<file path="config.mk">
export PLATFORM = sky130hd
export DESIGN_NAME = mdio_master
export DESIGN_NICKNAME = d
export VERILOG_FILES = /design/src/rtl/mdio_pkg.sv /design/src/rtl/mdio_rst_sync.sv /design/src/rtl/mdio_bit_clk.sv /design/src/rtl/mdio_frame_seq.sv /design/src/rtl/mdio_master.sv
export SDC_FILE = /design/constraint.sdc
export NUM_CORES = 1
export LEC_CHECK = 0
export BUFFER_PORTS_ARGS = -buffer_cell sky130_fd_sc_hd__buf_2
export CAP_MARGIN = 20
export CORE_ASPECT_RATIO = 1.5
export CORE_MARGIN = 8
export CORE_UTILIZATION = 29
export CTS_CLUSTER_SIZE = 12
export DETAILED_ROUTE_END_ITERATION = 16
export GPL_TIMING_DRIVEN = 0
export SYNTH_ARGS = -nofsm -noshare
export SYNTH_HDL_FRONTEND = slang
export SYNTH_SLANG_ARGS = --single-unit
</file>
<file path="constraint.sdc">
create_clock -name clk -period 5.75 [get_ports clk]
set_input_delay 0.8625 -clock clk [delete_from_list [all_inputs] [get_ports clk]]
set_output_delay 0.8625 -clock clk [all_outputs]
set_load 0.02 [all_outputs]
</file>
<file path="src/rtl/mdio_pkg.sv">
package mdio_pkg;

  localparam int FRAME_BITS = 64;   // driven bits of a write/address frame
  localparam int HDR_BITS   = 46;   // preamble + start + op + two addresses
  localparam int DATA_BITS  = 16;
  localparam int FLUSH_BITS = 32;

  typedef enum logic [2:0] {
    SQ_IDLE,
    SQ_SEND,
    SQ_TURN,
    SQ_RECV,
    SQ_FLUSH,
    SQ_TRAIL
  } seq_state_e;

  localparam logic [1:0] OP22_RD = 2'b10;
  localparam logic [1:0] OP22_WR = 2'b01;
  localparam logic [1:0] OP45_AD = 2'b00;
  localparam logic [1:0] OP45_RD = 2'b11;
  localparam logic [1:0] OP45_WR = 2'b01;

  // Bit 63 leaves first.
  function automatic logic [FRAME_BITS-1:0] pack_frame(
    input logic        ext,
    input logic [1:0]  op,
    input logic [4:0]  phy,
    input logic [4:0]  regad,
    input logic [15:0] data
  );
    return {32'hFFFF_FFFF, 1'b0, ~ext, op, phy, regad, 2'b10, data};
  endfunction

endpackage

</file>
<file path="src/rtl/mdio_rst_sync.sv">
module mdio_rst_sync (
  input  logic clk,
  input  logic rst_n,
  output logic rst_sync_n
);
  logic [1:0] sync_q;

  always_ff @(posedge clk or negedge rst_n) begin
    if (!rst_n) sync_q <= 2'b00;
    else        sync_q <= {sync_q[0], 1'b1};
  end

  assign rst_sync_n = sync_q[1];
endmodule

</file>
<file path="src/rtl/mdio_bit_clk.sv">
module mdio_bit_clk #(
  parameter int HALF_CYC    = 25,
  parameter int RD_HIGH_CYC = 35
) (
  input  logic clk,
  input  logic rst_n,
  input  logic go,
  input  logic rd,
  input  logic sin,
  output logic mdc,
  output logic run,
  output logic bit_end,
  output logic bit_val
);
  localparam int MAXC = (HALF_CYC > RD_HIGH_CYC) ? HALF_CYC : RD_HIGH_CYC;
  localparam int CW   = $clog2(MAXC + 1);

  logic          run_q, run_d, hi_q, hi_d, rd_q, rd_d;
  logic          end_q, end_d, val_q, val_d;
  logic [CW-1:0] cnt_q, cnt_d;

  always_comb begin
    run_d = run_q;
    hi_d  = hi_q;
    rd_d  = rd_q;
    cnt_d = cnt_q;
    end_d = 1'b0;
    val_d = val_q;
    if (!run_q) begin
      if (go) begin
        run_d = 1'b1;
        hi_d  = 1'b0;
        rd_d  = rd;
        cnt_d = CW'(HALF_CYC - 1);
      end
    end else if (cnt_q != '0) begin
      cnt_d = cnt_q - 1'b1;
    end else if (!hi_q) begin
      hi_d  = 1'b1;
      cnt_d = rd_q ? CW'(RD_HIGH_CYC - 1) : CW'(HALF_CYC - 1);
    end else begin
      run_d = 1'b0;
      hi_d  = 1'b0;
      end_d = 1'b1;
      val_d = sin;
    end
  end

  always_ff @(posedge clk or negedge rst_n) begin
    if (!rst_n) begin
      run_q <= 1'b0;
      hi_q  <= 1'b0;
      rd_q  <= 1'b0;
      cnt_q <= '0;
      end_q <= 1'b0;
      val_q <= 1'b0;
    end else begin
      run_q <= run_d;
      hi_q  <= hi_d;
      rd_q  <= rd_d;
      cnt_q <= cnt_d;
      end_q <= end_d;
      val_q <= val_d;
    end
  end

  assign mdc     = hi_q;
  assign run     = run_q;
  assign bit_end = end_q;
  assign bit_val = val_q;
endmodule

</file>
<file path="src/rtl/mdio_frame_seq.sv">
module mdio_frame_seq
  import mdio_pkg::*;
(
  input  logic        clk,
  input  logic        rst_n,
  input  logic        cmd_valid,
  input  logic        cmd_read,
  input  logic        cmd_c45,
  input  logic [4:0]  cmd_phy,
  input  logic [20:0] cmd_addr,
  input  logic [15:0] cmd_wdata,
  input  logic [31:0] ta_ignore_mask,
  input  logic        eng_run,
  input  logic        bit_end,
  input  logic        bit_val,
  output logic        go,
  output logic        rd_bit,
  output logic        mdio_o,
  output logic        mdio_oe,
  output logic        busy,
  output logic        done,
  output logic        err,
  output logic [15:0] rdata
);
  localparam logic [5:0] LAST_WR = 6'(FRAME_BITS - 1);
  localparam logic [5:0] LAST_RD = 6'(HDR_BITS - 1);
  localparam logic [5:0] LAST_DT = 6'(DATA_BITS - 1);
  localparam logic [5:0] LAST_FL = 6'(FLUSH_BITS - 1);

  seq_state_e            st_q, st_d;
  logic [FRAME_BITS-1:0] sr_q, sr_d;
  logic [5:0]            cnt_q, cnt_d;
  logic                  rd_q, rd_d, wl_q, wl_d, pend_q, pend_d;
  logic [4:0]            phy_q, phy_d;
  logic [20:0]           addr_q, addr_d;
  logic [15:0]           wdat_q, wdat_d, shin_q, shin_d, rdata_q, rdata_d;
  logic                  done_q, done_d, err_q, err_d;

  always_comb begin
    st_d    = st_q;
    sr_d    = sr_q;
    cnt_d   = cnt_q;
    rd_d    = rd_q;
    wl_d    = wl_q;
    pend_d  = pend_q;
    phy_d   = phy_q;
    addr_d  = addr_q;
    wdat_d  = wdat_q;
    shin_d  = shin_q;
    rdata_d = rdata_q;
    done_d  = 1'b0;
    err_d   = err_q;
    case (st_q)
      SQ_IDLE: if (cmd_valid) begin
        rd_d   = cmd_read;
        phy_d  = cmd_phy;
        addr_d = cmd_addr;
        wdat_d = cmd_wdata;
        st_d   = SQ_SEND;
        if (cmd_c45) begin
          sr_d   = pack_frame(1'b1, OP45_AD, cmd_phy, cmd_addr[20:16], cmd_addr[15:0]);
          wl_d   = 1'b1;
          pend_d = 1'b1;
          cnt_d  = LAST_WR;
        end else begin
          sr_d   = pack_frame(1'b0, cmd_read ? OP22_RD : OP22_WR, cmd_phy,
                              cmd_addr[4:0], cmd_wdata);
          wl_d   = ~cmd_read;
          pend_d = 1'b0;
          cnt_d  = cmd_read ? LAST_RD : LAST_WR;
        end
      end
      SQ_SEND: if (bit_end) begin
        sr_d = {sr_q[FRAME_BITS-2:0], 1'b1};
        if (cnt_q == '0) st_d = wl_q ? SQ_TRAIL : SQ_TURN;
        else             cnt_d = cnt_q - 1'b1;
      end
      SQ_TURN: if (bit_end) begin
        if (bit_val && !ta_ignore_mask[phy_q]) begin
          st_d  = SQ_FLUSH;
          cnt_d = LAST_FL;
        end else begin
          st_d  = SQ_RECV;
          cnt_d = LAST_DT;
        end
      end
      SQ_RECV: if (bit_end) begin
        shin_d = {shin_q[14:0], bit_val};
        if (cnt_q == '0) st_d = SQ_TRAIL;
        else             cnt_d = cnt_q - 1'b1;
      end
      SQ_FLUSH: if (bit_end) begin
        if (cnt_q == '0) begin
          st_d    = SQ_IDLE;
          done_d  = 1'b1;
          err_d   = 1'b1;
          rdata_d = 16'hFFFF;
        end else begin
          cnt_d = cnt_q - 1'b1;
        end
      end
      SQ_TRAIL: if (bit_end) begin
        if (pend_q) begin
          pend_d = 1'b0;
          sr_d   = pack_frame(1'b1, rd_q ? OP45_RD : OP45_WR, phy_q,
                              addr_q[20:16], wdat_q);
          wl_d   = ~rd_q;
          cnt_d  = rd_q ? LAST_RD : LAST_WR;
          st_d   = SQ_SEND;
        end else begin
          st_d   = SQ_IDLE;
          done_d = 1'b1;
          err_d  = 1'b0;
          if (rd_q) rdata_d = shin_q;
        end
      end
      default: st_d = SQ_IDLE;
    endcase
  end

  always_ff @(posedge clk or negedge rst_n) begin
    if (!rst_n) begin
      st_q    <= SQ_IDLE;
      sr_q    <= '1;
      cnt_q   <= '0;
      rd_q    <= 1'b0;
      wl_q    <= 1'b0;
      pend_q  <= 1'b0;
      phy_q   <= '0;
      addr_q  <= '0;
      wdat_q  <= '0;
      shin_q  <= '0;
      rdata_q <= '0;
      done_q  <= 1'b0;
      err_q   <= 1'b0;
    end else begin
      st_q    <= st_d;
      sr_q    <= sr_d;
      cnt_q   <= cnt_d;
      rd_q    <= rd_d;
      wl_q    <= wl_d;
      pend_q  <= pend_d;
      phy_q   <= phy_d;
      addr_q  <= addr_d;
      wdat_q  <= wdat_d;
      shin_q  <= shin_d;
      rdata_q <= rdata_d;
      done_q  <= done_d;
      err_q   <= err_d;
    end
  end

  assign go      = (st_q != SQ_IDLE) && !eng_run && !bit_end;
  assign rd_bit  = (st_q != SQ_SEND);
  assign mdio_oe = (st_q == SQ_SEND);
  assign mdio_o  = mdio_oe & sr_q[FRAME_BITS-1];
  assign busy    = (st_q != SQ_IDLE);
  assign done    = done_q;
  assign err     = err_q;
  assign rdata   = rdata_q;
endmodule

</file>
<file path="src/rtl/mdio_master.sv">
module mdio_master #(
  parameter int HALF_CYC    = 25,
  parameter int RD_HIGH_CYC = 35
) (
  input  logic        clk,
  input  logic        rst_n,
  input  logic        cmd_valid,
  input  logic        cmd_read,
  input  logic        cmd_c45,
  input  logic [4:0]  cmd_phy,
  input  logic [20:0] cmd_addr,
  input  logic [15:0] cmd_wdata,
  input  logic [31:0] ta_ignore_mask,
  output logic        busy,
  output logic        done,
  output logic        err,
  output logic [15:0] rdata,
  output logic        mdc,
  output logic        mdio_o,
  output logic        mdio_oe,
  input  logic        mdio_i
);
  logic rst_i_n, go, rd_bit, eng_run, bit_end, bit_val;

  mdio_rst_sync u_rst (
    .clk        (clk),
    .rst_n      (rst_n),
    .rst_sync_n (rst_i_n)
  );

  mdio_bit_clk #(
    .HALF_CYC    (HALF_CYC),
    .RD_HIGH_CYC (RD_HIGH_CYC)
  ) u_bit (
    .clk     (clk),
    .rst_n   (rst_i_n),
    .go      (go),
    .rd      (rd_bit),
    .sin     (mdio_i),
    .mdc     (mdc),
    .run     (eng_run),
    .bit_end (bit_end),
    .bit_val (bit_val)
  );

  mdio_frame_seq u_seq (
    .clk            (clk),
    .rst_n          (rst_i_n),
    .cmd_valid      (cmd_valid),
    .cmd_read       (cmd_read),
    .cmd_c45        (cmd_c45),
    .cmd_phy        (cmd_phy),
    .cmd_addr       (cmd_addr),
    .cmd_wdata      (cmd_wdata),
    .ta_ignore_mask (ta_ignore_mask),
    .eng_run        (eng_run),
    .bit_end        (bit_end),
    .bit_val        (bit_val),
    .go             (go),
    .rd_bit         (rd_bit),
    .mdio_o         (mdio_o),
    .mdio_oe        (mdio_oe),
    .busy           (busy),
    .done           (done),
    .err            (err),
    .rdata          (rdata)
  );
endmodule

</file>
==> qor.csv <==
metric,value,unit
status,completed,
min_path_type,in -> async,
vias,5614,
synth_common_cells,"143 x nand2_1, 93 x o21ai_0, 85 x dfrtp_1",
slew_violations,0,
syn_avg_cell_area,10.2,sq um
clock-sinks,149,
required,4.89,ns
drive_above_1_share,33.0,%
finalPower,2690,uW
hold_viol,0,
ys_seq_area_share,52.5,%
cts_buffers,17,
finClkSkew,0.00938,ns
slew-limit-headroom,45.0,%
syn_nets,792,
htree_levels,4,
power_frac_clock,44.1,%
timing.rr.end,u_seq.rdata[12],
synth.most_common_cell,nand2_1,
die_w,145,microns
clk_pin_slew,0.06,ns
critPathLaunchType,flip-flop,
io_pins,102,
postCtsHoldBufs,0,
reg2reg_setup_slack,3.30,ns
synth_top_cell_area_share,29.3,%
grt_pass1_wl,30.9,mm
initial_core_util,29.1,%
cp_common_cell,buf_2,
p_leak,0.00406,uW
drt_iter0_drc,245,
p_int,2010,uW
antenna_cells,0,
overflow,0,
finalCriticalPeriod,3.13,ns
drt-total-wl,19.0,mm
final_cells,1170,
clk_latency,0.42,ns
ctsResizeCount,0,
drc,0,
ys_seq_elements,149,
crit_fanout,10,
p_switching,686,uW
die_area,30400,sq um
grt_pass1_vias,5892,
viasPerCell,4.80,
ant_nets,0,
rows,71,
synthTopCellsByArea,"dfrtp_1 29%, dfstp_2 23%, mux2_2 10%",
rsz0062_at_grt,no,
cp.arrival,2.27,ns
fin_nets,913,
r2r-start,u_seq.cnt_q[0],
p_per_area,305,nW/um^2
pwr-share-comb,13.8,%
fin_tns_setup,0,ns
power_switching_share,25.5,%
cts_buffer_depth,2,
firstDrtPassIters,4,
io_buffers,100,
vdd_ir_drop_max,0.000214,V
reg2regPathDepth,9,
core,24900,sq um
synthCells,708,
grt_max_degree,67,
antenna_found_initial,2,
period_share,54.4,%
grt_util_all_layers,12.6,%
synth_area,7250,sq um
routedWlPerCell,16.2,microns
hold_ws,0.210,ns
yosysWarnings,0,
gp_congestion,0.813,
yosysUniqueCellTypes,57,
synthArstFlopShare,100,%
yosys.area.top_type,dfrtp_1,
synthToLayoutAreaGrowth,21.9,%
p_seq_share,42.1,%
path_cells,buf_2 > nor2b_1 > clkbuf_1 > nand2_1 > inv_1 > buf_2,
ys.flop_type,dfrtp_1,
placed_cells,1138,
worst_pin_slew,0.822,ns
end_kind,output port,
max_freq,320,MHz
hpwlAfterDp,13.8,mm
path_class,reg -> out,
critical_path.max_stage_delay,0.37,ns
crit_slowest_cell,dfrtp_1,
die_h,210,microns
cts_root_buf,clkbuf_16,
cts_tree,done,
post_cts_buffers,0,
setup_viol,0,
drv_cap,0,
synth_edf_count,0,
cells by family (layout without fill, tap and decap cells):
logic type / Yosys count / after routing / share of synthesized area [%]
other: 1 / 1 / 0.0517
muxes: 107 / 107 / 15.9
AOI/OAI and AO/OA: 174 / 174 / 14.5
buffers and inverters: 58 / 192 / 3.33
adders and majority gates: 4 / 4 / 0.691
xor gates and xnor gates: 3 / 3 / 0.363
DFF: 149 / 149 / 52.5
and+or+nand+nor: 212 / 212 / 12.6
metal layers:
| metal | wire length [microns] | track usage [%] | part of all wire (%) | vias up |
|---|---|---|---|---|
| met4 | 395 | 5.66 | 2.1 | 4 |
| met1 | 8220 | 14.7 | 43 | 2769 |
| met5 | 22 | 0 | 0.12 | - |
| met3 | 678 | 2.80 | 3.6 | 29 |
| li1 | - | - | - | 2711 |
| met2 | 9680 | 21.9 | 51 | 101 |
worst max path at each step:
stage / from / to / slack (ns) / cells past startpoint
3_5_place_dp: u_seq.st_q[0] / mdio_oe / 3.08 / 6
5_1_grt: u_seq.st_q[0] / mdio_oe / 2.43 / 6
3_3_place_gp: u_rst.sync_q[1] / u_bit.cnt_q[2] / -0.56 / 0
6_report: u_seq.st_q[0] / mdio_oe / 2.62 / 6
2_1_floorplan: u_rst.sync_q[1] / u_bit.bit_end / 1.40 / 0
4_1_cts: u_seq.st_q[0] / mdio_oe / 2.61 / 6
critical path, delay by kind of cell, from the launching register on:
| kind | cells | cell delay [ns] |
|---|---|---|
| buffers and inverters | 4 | 0.96 |
| DFF | 1 | 0.37 |
| and+or+nand+nor | 2 | 0.51 |
through the flow:
| stage | setup slack [ns] | instance area [sq um] | utilization (%) |
|---|---|---|---|
| global placement | -0.562 | 8160 | 32.8 |
| CTS | 2.61 | 8840 | 35.5 |
| finish | 2.62 | 8840 | 35.5 |
| detailed placement | 3.08 | 8210 | 33.0 |
| floorplan | 1.40 | 7250 | - |
| global route | 2.43 | 8840 | 35.5 |
area by class of cell:
cell class	count	area, sq um
flip-flops and latches	149	3810
clock inverters	8	146
fillers	2580	16000
well taps	328	410
clock buffers	24	482
repair buffers	102	548
inverters	14	52.6
multi-input cells	501	3200
plain buffers	44	189
sequential cells by signal, summed over array words and instances (netlist names), 2 cells and up:
name / cells
u_seq.rdata: 16
u_bit.cnt_q: 6
u_seq.shin_q: 16
u_rst.sync_q: 2
u_seq.wdat_q: 16
u_seq.sr_q: 64
u_seq.phy_q: 5
u_seq.cnt_q: 6
u_seq.addr_q: 5
u_seq.st_q: 3
cells in the final DEF, fill, tap and decap left out, types with 7 or more instances in the layout:
cell,netlist,routed
a31oi_1,9,9
clkbuf_16,0,17
mux2_2,65,65
nand2_1,143,143
nor2_1,24,24
inv_1,13,13
nand3_1,10,10
a21oi_1,25,25
o21ai_0,93,93
nor3_1,7,7
dfrtp_1,85,84
mux2i_1,42,42
dfstp_2,64,64
buf_2,10,110
clkbuf_1,28,32
o22a_1,17,17
power by group through the flow:
stage	registers [uW]	logic (uW)	clock network, uW
final	1130	372	1190
after global routing	1140	416	1260
after CTS	1130	375	1220
after detailed placement	1150	374	0
after global placement	1160	349	0
after floorplan	1150	244	0
Power figures use the tool's default switching activity.
